$ cat config.mk
export PLATFORM = sky130hd
export DESIGN_NAME = pfd_mode_sel
export DESIGN_NICKNAME = d
export VERILOG_FILES = /design/src/rtl/pfd_pkg.sv /design/src/rtl/pfd_edge_det.sv /design/src/rtl/pfd_clk_path.sv /design/src/rtl/pfd_freq_cmp.sv /design/src/rtl/pfd_seq.sv /design/src/rtl/pfd_mode_sel.sv
export SDC_FILE = /design/constraint.sdc
export NUM_CORES = 1
export LEC_CHECK = 0
export BUFFER_PORTS_ARGS = -buffer_cell sky130_fd_sc_hd__clkbuf_2
export CORE_ASPECT_RATIO = 1.2
export CORE_MARGIN = 3
export CORE_UTILIZATION = 54
export CTS_CLUSTER_SIZE = 10
export DETAILED_ROUTE_END_ITERATION = 6
export MAX_ROUTING_LAYER = met4
export PLACE_DENSITY_LB_ADDON = 0.2
export SLEW_MARGIN = 20
export SYNTH_ARGS = -nofsm -noshare
export SYNTH_HDL_FRONTEND = slang
export SYNTH_SLANG_ARGS = --single-unit
$ cat constraint.sdc
create_clock -name clk -period 2.46 [get_ports clk]
set_input_delay 0.246 -clock clk [delete_from_list [all_inputs] [get_ports clk]]
set_output_delay 0.246 -clock clk [all_outputs]
set_load 0.05 [all_outputs]
$ cat src/rtl/pfd_pkg.sv
package pfd_pkg;
  typedef enum logic [2:0] {
    SQ_IDLE = 3'd0,
    SQ_PUP  = 3'd1,
    SQ_PDN  = 3'd2,
    SQ_FUP  = 3'd3,
    SQ_FDN  = 3'd4
  } seq_state_e;
endpackage

$ cat src/rtl/pfd_edge_det.sv
module pfd_edge_det (
  input  logic clk,
  input  logic rst_n,
  input  logic sig,
  output logic rise,
  output logic lvl_q
);
  always_ff @(posedge clk or negedge rst_n) begin
    if (!rst_n) lvl_q <= 1'b0;
    else        lvl_q <= sig;
  end

  assign rise = sig & ~lvl_q;
endmodule

$ cat src/rtl/pfd_clk_path.sv
module pfd_clk_path #(
  parameter int DIV = 4
) (
  input  logic clk,
  input  logic rst_n,
  input  logic vco_clk,
  input  logic low_rate,
  output logic rclk_sel,
  output logic rclk_rise
);
  logic vco_rise;
  logic vco_q;
  logic div_clk;
  logic rclk_q;

  pfd_edge_det u_vco_edge (
    .clk   (clk),
    .rst_n (rst_n),
    .sig   (vco_clk),
    .rise  (vco_rise),
    .lvl_q (vco_q)
  );

  generate
    if (DIV > 1) begin : g_div
      localparam int DW = $clog2(DIV);
      logic [DW-1:0] div_cnt;
      logic [DW-1:0] div_nx;

      always_comb begin
        div_nx = div_cnt;
        if (vco_rise) div_nx = div_cnt + DW'(1);
      end

      always_ff @(posedge clk or negedge rst_n) begin
        if (!rst_n) div_cnt <= '0;
        else        div_cnt <= div_nx;
      end

      assign div_clk = div_cnt[DW-1];
    end else begin : g_nodiv
      assign div_clk = vco_q;
    end
  endgenerate

  assign rclk_sel = low_rate ? div_clk : vco_q;

  pfd_edge_det u_rclk_edge (
    .clk   (clk),
    .rst_n (rst_n),
    .sig   (rclk_sel),
    .rise  (rclk_rise),
    .lvl_q (rclk_q)
  );
endmodule

$ cat src/rtl/pfd_freq_cmp.sv
module pfd_freq_cmp #(
  parameter int WIN = 64
) (
  input  logic clk,
  input  logic rst_n,
  input  logic ref_rise,
  input  logic fb_rise,
  output logic fd_valid,
  output logic fd_up,
  output logic fd_dn
);
  localparam int WW   = $clog2(WIN);
  localparam int CNTW = $clog2(WIN + 1);
  localparam logic [WW-1:0] WIN_LAST = WW'(WIN - 1);

  logic [WW-1:0]   win_cnt, win_nx;
  logic [CNTW-1:0] ref_n, ref_nx, fb_n, fb_nx;
  logic [CNTW-1:0] ref_tot, fb_tot;
  logic            end_win;
  logic            valid_nx, up_nx, dn_nx;

  assign ref_tot = ref_n + CNTW'(ref_rise);
  assign fb_tot  = fb_n + CNTW'(fb_rise);
  assign end_win = (win_cnt == WIN_LAST);

  always_comb begin
    win_nx   = end_win ? '0 : win_cnt + WW'(1);
    ref_nx   = end_win ? '0 : ref_tot;
    fb_nx    = end_win ? '0 : fb_tot;
    valid_nx = end_win;
    up_nx    = end_win && (ref_tot > fb_tot);
    dn_nx    = end_win && (ref_tot < fb_tot);
  end

  always_ff @(posedge clk or negedge rst_n) begin
    if (!rst_n) begin
      win_cnt  <= '0;
      ref_n    <= '0;
      fb_n     <= '0;
      fd_valid <= 1'b0;
      fd_up    <= 1'b0;
      fd_dn    <= 1'b0;
    end else begin
      win_cnt  <= win_nx;
      ref_n    <= ref_nx;
      fb_n     <= fb_nx;
      fd_valid <= valid_nx;
      fd_up    <= up_nx;
      fd_dn    <= dn_nx;
    end
  end
endmodule

$ cat src/rtl/pfd_seq.sv
module pfd_seq
  import pfd_pkg::*;
#(
  parameter int UP_HI = 8,
  parameter int UP_LO = 32,
  parameter int DN_W  = 3
) (
  input  logic clk,
  input  logic rst_n,
  input  logic freq_mode,
  input  logic low_rate,
  input  logic data_rise,
  input  logic rclk_rise,
  input  logic fd_valid,
  input  logic fd_up,
  input  logic fd_dn,
  output logic pump_up,
  output logic pump_dn
);
  localparam int CW = $clog2(UP_LO + DN_W + 1);
  localparam logic [CW-1:0] HI_LAST = CW'(UP_HI - 1);
  localparam logic [CW-1:0] LO_LAST = CW'(UP_LO - 1);
  localparam logic [CW-1:0] DN_LAST = CW'(DN_W - 1);

  seq_state_e    state, state_nx;
  logic [CW-1:0] cnt, cnt_nx;
  logic [CW-1:0] up_last;

  assign up_last = low_rate ? LO_LAST : HI_LAST;

  always_comb begin
    state_nx = state;
    cnt_nx   = cnt + CW'(1);
    unique case (state)
      SQ_IDLE: begin
        cnt_nx = '0;
        if (freq_mode) begin
          if (fd_valid && fd_up)      state_nx = SQ_FUP;
          else if (fd_valid && fd_dn) state_nx = SQ_FDN;
        end else if (data_rise) begin
          state_nx = SQ_PUP;
        end
      end
      SQ_PUP: begin
        if (rclk_rise || cnt == up_last) begin
          state_nx = SQ_PDN;
          cnt_nx   = '0;
        end
      end
      SQ_PDN, SQ_FUP, SQ_FDN: begin
        if (cnt == DN_LAST) begin
          state_nx = SQ_IDLE;
          cnt_nx   = '0;
        end
      end
      default: begin
        state_nx = SQ_IDLE;
        cnt_nx   = '0;
      end
    endcase
  end

  always_ff @(posedge clk or negedge rst_n) begin
    if (!rst_n) begin
      state <= SQ_IDLE;
      cnt   <= '0;
    end else begin
      state <= state_nx;
      cnt   <= cnt_nx;
    end
  end

  assign pump_up = (state == SQ_PUP) || (state == SQ_FUP);
  assign pump_dn = (state == SQ_PDN) || (state == SQ_FDN);
endmodule

$ cat src/rtl/pfd_mode_sel.sv
module pfd_mode_sel #(
  parameter int VCO_PER = 8,
  parameter int DIV     = 4,
  parameter int DN_W    = 3,
  parameter int WIN     = 64
) (
  input  logic clk,
  input  logic rst_n,
  input  logic data_in,
  input  logic vco_clk,
  input  logic ref_clk,
  input  logic freq_mode,
  input  logic low_rate,
  output logic pump_up,
  output logic pump_dn,
  output logic rclk_out
);
  localparam int UP_HI = VCO_PER;
  localparam int UP_LO = VCO_PER * DIV;

  logic data_rise, data_q;
  logic ref_rise, ref_q;
  logic rclk_sel, rclk_rise;
  logic fd_valid, fd_up, fd_dn;

  pfd_edge_det u_data_edge (
    .clk   (clk),
    .rst_n (rst_n),
    .sig   (data_in),
    .rise  (data_rise),
    .lvl_q (data_q)
  );

  pfd_edge_det u_ref_edge (
    .clk   (clk),
    .rst_n (rst_n),
    .sig   (ref_clk),
    .rise  (ref_rise),
    .lvl_q (ref_q)
  );

  pfd_clk_path #(.DIV(DIV)) u_clk_path (
    .clk       (clk),
    .rst_n     (rst_n),
    .vco_clk   (vco_clk),
    .low_rate  (low_rate),
    .rclk_sel  (rclk_sel),
    .rclk_rise (rclk_rise)
  );

  pfd_freq_cmp #(.WIN(WIN)) u_freq_cmp (
    .clk      (clk),
    .rst_n    (rst_n),
    .ref_rise (ref_rise),
    .fb_rise  (rclk_rise),
    .fd_valid (fd_valid),
    .fd_up    (fd_up),
    .fd_dn    (fd_dn)
  );

  pfd_seq #(.UP_HI(UP_HI), .UP_LO(UP_LO), .DN_W(DN_W)) u_seq (
    .clk       (clk),
    .rst_n     (rst_n),
    .freq_mode (freq_mode),
    .low_rate  (low_rate),
    .data_rise (data_rise),
    .rclk_rise (rclk_rise),
    .fd_valid  (fd_valid),
    .fd_up     (fd_up),
    .fd_dn     (fd_dn),
    .pump_up   (pump_up),
    .pump_dn   (pump_dn)
  );

  assign rclk_out = rclk_sel;
endmodule

==> flow_summary.json <==
{
  "run_status": "completed",
  "r2r_slack_ns": 0.05,
  "seq_power_share": 0.390,
  "grtUsageMet1": 0.1883,
  "crit_path_max_fanout": 3,
  "power.share.clock": 0.219,
  "cts_inserted_buffers": 5,
  "cts.path.max_buffers": 2,
  "synth_most_common_cell": "dfrtp_1",
  "finalWirelength_um": 3065,
  "power.switching_fraction": 0.3634,
  "yosys.cell_types.count": 30,
  "global_route_usage_over_all_layers": 0.1752,
  "synth_sequential_area_ratio": 0.5104,
  "maxClockFrequency_mhz": 414.7,
  "max_stage_delay_cell_worst_path": "dfrtp_1",
  "detailedPlace.worstSlack_ns": 0.002158,
  "areaGrowthSynthToFinish_pct": 17.06,
  "timing.rr.start": "u_clk_path.u_vco_edge.lvl_q",
  "maxCapViolCount": 0,
  "antenna_found_initial": 0,
  "timing.rr.end": "u_freq_cmp.fd_up",
  "critPathKind": "reg2reg",
  "switching_power_w": 0.0008729,
  "chipWidth_um": 59.62,
  "global_route.usage.met2": 0.2795,
  "hold_viol": 0,
  "stdcell_area_um2": 2181,
  "die_area_um2": 4194,
  "ys_async_sr_fraction": 1.000,
  "antennaDiodeCount": 0,
  "critical_path_max_stage_delay_ns": 0.40,
  "timing.critical_path.from_type": "flip-flop",
  "grt_first_pass_wirelength_um": 5388,
  "drt-wirelength-per-cell_um": 13.27,
  "max-vdd-ir-drop_v": 0.0008598,
  "timing.clock.skew_ns": 0.01388,
  "leading_post_synthesis_cells_by_instance_count": "dfrtp_1 (38), nor2_1 (19), nand3_1 (15)",
  "dieHeight_um": 70.35,
  "clk_pin_slew_worst_paths_ns": 0.12,
  "rsz_0062_raised_after_global_routing": "yes",
  "tritoncts": "yes",
  "io_buffer_count": 9,
  "fin_crit_sh": 0.9802,
  "crit_path_end_kind": "flip-flop",
  "number_of_synthesized_flops_with_an_enable_pin": 0,
  "fin_worst_hold_slack_ns": 0.0009971,
  "max_slew_margin": 0.4007,
  "viasPerCell": 5.671,
  "dr_drc_count": 0,
  "ys_top_cells_by_area": "dfrtp_1 (51%), ha_1 (9.4%), xnor2_1 (5.2%)",
  "post-route-worst-setup-slack_ns": 0.04878,
  "max_slew.worst_pin.slew_ns": 0.8989,
  "p_comb_frac": 0.392,
  "worst_ep_arrival_time_ns": 2.65,
  "vias_in_the_first_global_route": 1303,
  "drt_first_pass_iters": 4,
  "cp_cell_sequence": "mux2_4 -> nor2b_4 -> ha_4 -> ha_2 -> and3_4 -> xnor2_2 -> ha_1 -> nand2_1 -> o21ai_1 -> o311a_1",
  "busiest_layer": "met2",
  "use_met3": 0.05915,
  "finalNonFillerCells": 231,
  "layout.filler_cells": 233,
  "finalSetupViolCount": 0,
  "floorplan.io_pins": 10,
  "std_cell_rows": 22,
  "synth_seq_cells": 38,
  "p_int_w": 0.001529,
  "final_layout_size_suffix_gt1_frac": 0.2051,
  "syn_area_per_cell_um2": 10.65,
  "placement.cell_area_um2": 1947,
  "design.final.nets": 215,
  "reg2reg_depth": 10,
  "finalSetupTns_ns": 0,
  "vias": 1310,
  "power_density_nw_per_um2": 1102,
  "crit_required_ns": 2.69,
  "cts_sinks": 38,
  "clock_tree.root_cell": "clkbuf_4",
  "synth_top_cell_by_area": "dfrtp_1",
  "syn_inst": 175,
  "finalCriticalPeriod_ns": 2.411,
  "initial_utilization": 0.5835,
  "maximum_number_of_pins_on_one_net_before_global_route_repair": 39,
  "worstHoldPathType": "in2async",
  "drt_iter0_drc": 60,
  "core_area_um2": 3193,
  "route.antenna.remaining_nets": 0,
  "synth_top_area_share": 0.5104,
  "ys_warn_count": 0,
  "syn-num-nets": 196,
  "cellLeakagePower_nw": 1.010,
  "h-tree-depth": 2,
  "gpl.final_weighted_congestion": 0.8320,
  "dpl.hpwl_um": 2146,
  "grt_overflow_total": 0,
  "post-place-cells": 217,
  "timing_max_transition_violations_final": 0,
  "synth_flop_cell": "dfrtp_1",
  "clk_latency_ns": 0.35,
  "synth.cell_area_um2": 1863
}
==> worst max-delay path, delay by kind of cell (launching register included) <==
kind            cells  cell delay (ns)
xor+xnor            1             0.13
flops               1             0.40
fa+ha+maj           3             0.67
mux                 1             0.27
simple gates        3             0.40
compound gates      2             0.41
==> sequential cells by signal, summed over array words and instances (netlist names) <==
name,flops
u_clk_path.g_div.div_cnt,2
u_freq_cmp.fd_dn,1
u_data_edge.lvl_q,1
u_freq_cmp.win_cnt,6
u_freq_cmp.ref_n,7
u_seq.state,3
u_seq.cnt,6
u_clk_path.u_rclk_edge.lvl_q,1
u_freq_cmp.fb_n,7
u_freq_cmp.fd_valid,1
u_freq_cmp.fd_up,1
u_ref_edge.lvl_q,1
u_clk_path.u_vco_edge.lvl_q,1
==> routing by layer <==
metal	up-vias	wire, um
met5	-	0
met4	0	94
met3	10	102
met2	16	1636
met1	647	1231
li1	637	-
==> cell usage in the layout, fill, tap and decap left out, types with 2 or more instances in the layout <==
| cell type | count |
|---|---|
| a211oi_1 | 2 |
| a21oi_1 | 7 |
| a21oi_2 | 2 |
| and3_1 | 4 |
| buf_4 | 5 |
| bufinv_16 | 2 |
| clkbuf_2 | 9 |
| clkbuf_4 | 5 |
| dfrtp_1 | 38 |
| dlygate4sd3_1 | 3 |
| ha_1 | 9 |
| ha_2 | 3 |
| ha_4 | 2 |
| inv_1 | 7 |
| nand2_1 | 7 |
| nand2b_1 | 2 |
| nand3_1 | 13 |
| nand3_2 | 2 |
| nand4_1 | 3 |
| nor2_1 | 18 |
| nor2b_1 | 11 |
| o21ai_0 | 4 |
| o21ai_1 | 2 |
| xnor2_1 | 9 |
| xnor2_2 | 2 |
| xor2_1 | 8 |
==> layout make-up <==
| cell class | count | area (um2) | share of cell area |
|---|---|---|---|
| multi-input combinational | 125 | 939.7 | 0.4309 |
| clock inverter | 3 | 68.82 | 0.03155 |
| inverter | 7 | 26.28 | 0.01205 |
| timing repair buffer | 17 | 112.6 | 0.05164 |
| sequential | 38 | 950.9 | 0.4360 |
| clock buffer | 5 | 37.54 | 0.01721 |
| tap | 36 | 45.04 | 0.02065 |
==> worst max-delay path by stage <==
stage	depth (start not counted)	start	endpoint	slack, ns
2_1_floorplan	10	u_clk_path.u_vco_edge.lvl_q	u_freq_cmp.fd_up	0.01
3_3_place_gp	11	low_rate	u_freq_cmp.fd_up	0.02
3_5_place_dp	11	low_rate	u_freq_cmp.fd_up	0.002
4_1_cts	10	u_clk_path.u_vco_edge.lvl_q	u_freq_cmp.fd_up	0.01
5_1_grt	12	ref_clk	u_freq_cmp.fd_dn	-0.09
6_report	10	u_clk_path.u_vco_edge.lvl_q	u_freq_cmp.fd_up	0.05
==> power by group through the flow <==
stage | clock network (W) | logic (W) | registers [W]
6_report | 0.000526 | 0.000941 | 0.000936
5_1_grt | 0.000577 | 0.00107 | 0.000960
4_1_cts | 0.000549 | 0.000839 | 0.000921
3_5_place_dp | 0 | 0.000790 | 0.000934
3_3_place_gp | 0 | 0.000760 | 0.000926
2_1_floorplan | 0 | 0.000647 | 0.000889
==> through the flow <==
step                  util  power, W
floorplan                -  0.001536
global placement    0.6097  0.001686
detailed placement  0.6097  0.001724
CTS                 0.6618  0.002309
global route        0.6830  0.002606
finish              0.6830  0.002402
==> kinds of logic after synthesis <==
family                     share of synthesized area
muxes                                       0.008057
AOI/OAI and AO/OA                            0.06783
xor gates and xnor gates                     0.09402
DFF                                           0.5104
buffers and inverters                        0.02821
and+or+nand+nor                               0.1975
adders and majority gates                    0.09402
==> repair_timing <==
item,4_1_cts,5_1_grt
endpoints found under the hold margin,3,0
pin swaps,3,9
hold buffers,3,0
gates resized for setup,2,13
endpoints found under the setup margin,2,2
buffers inserted,3,0
gates cloned,0,0
Note: power is estimated with default switching activity, not from simulation.
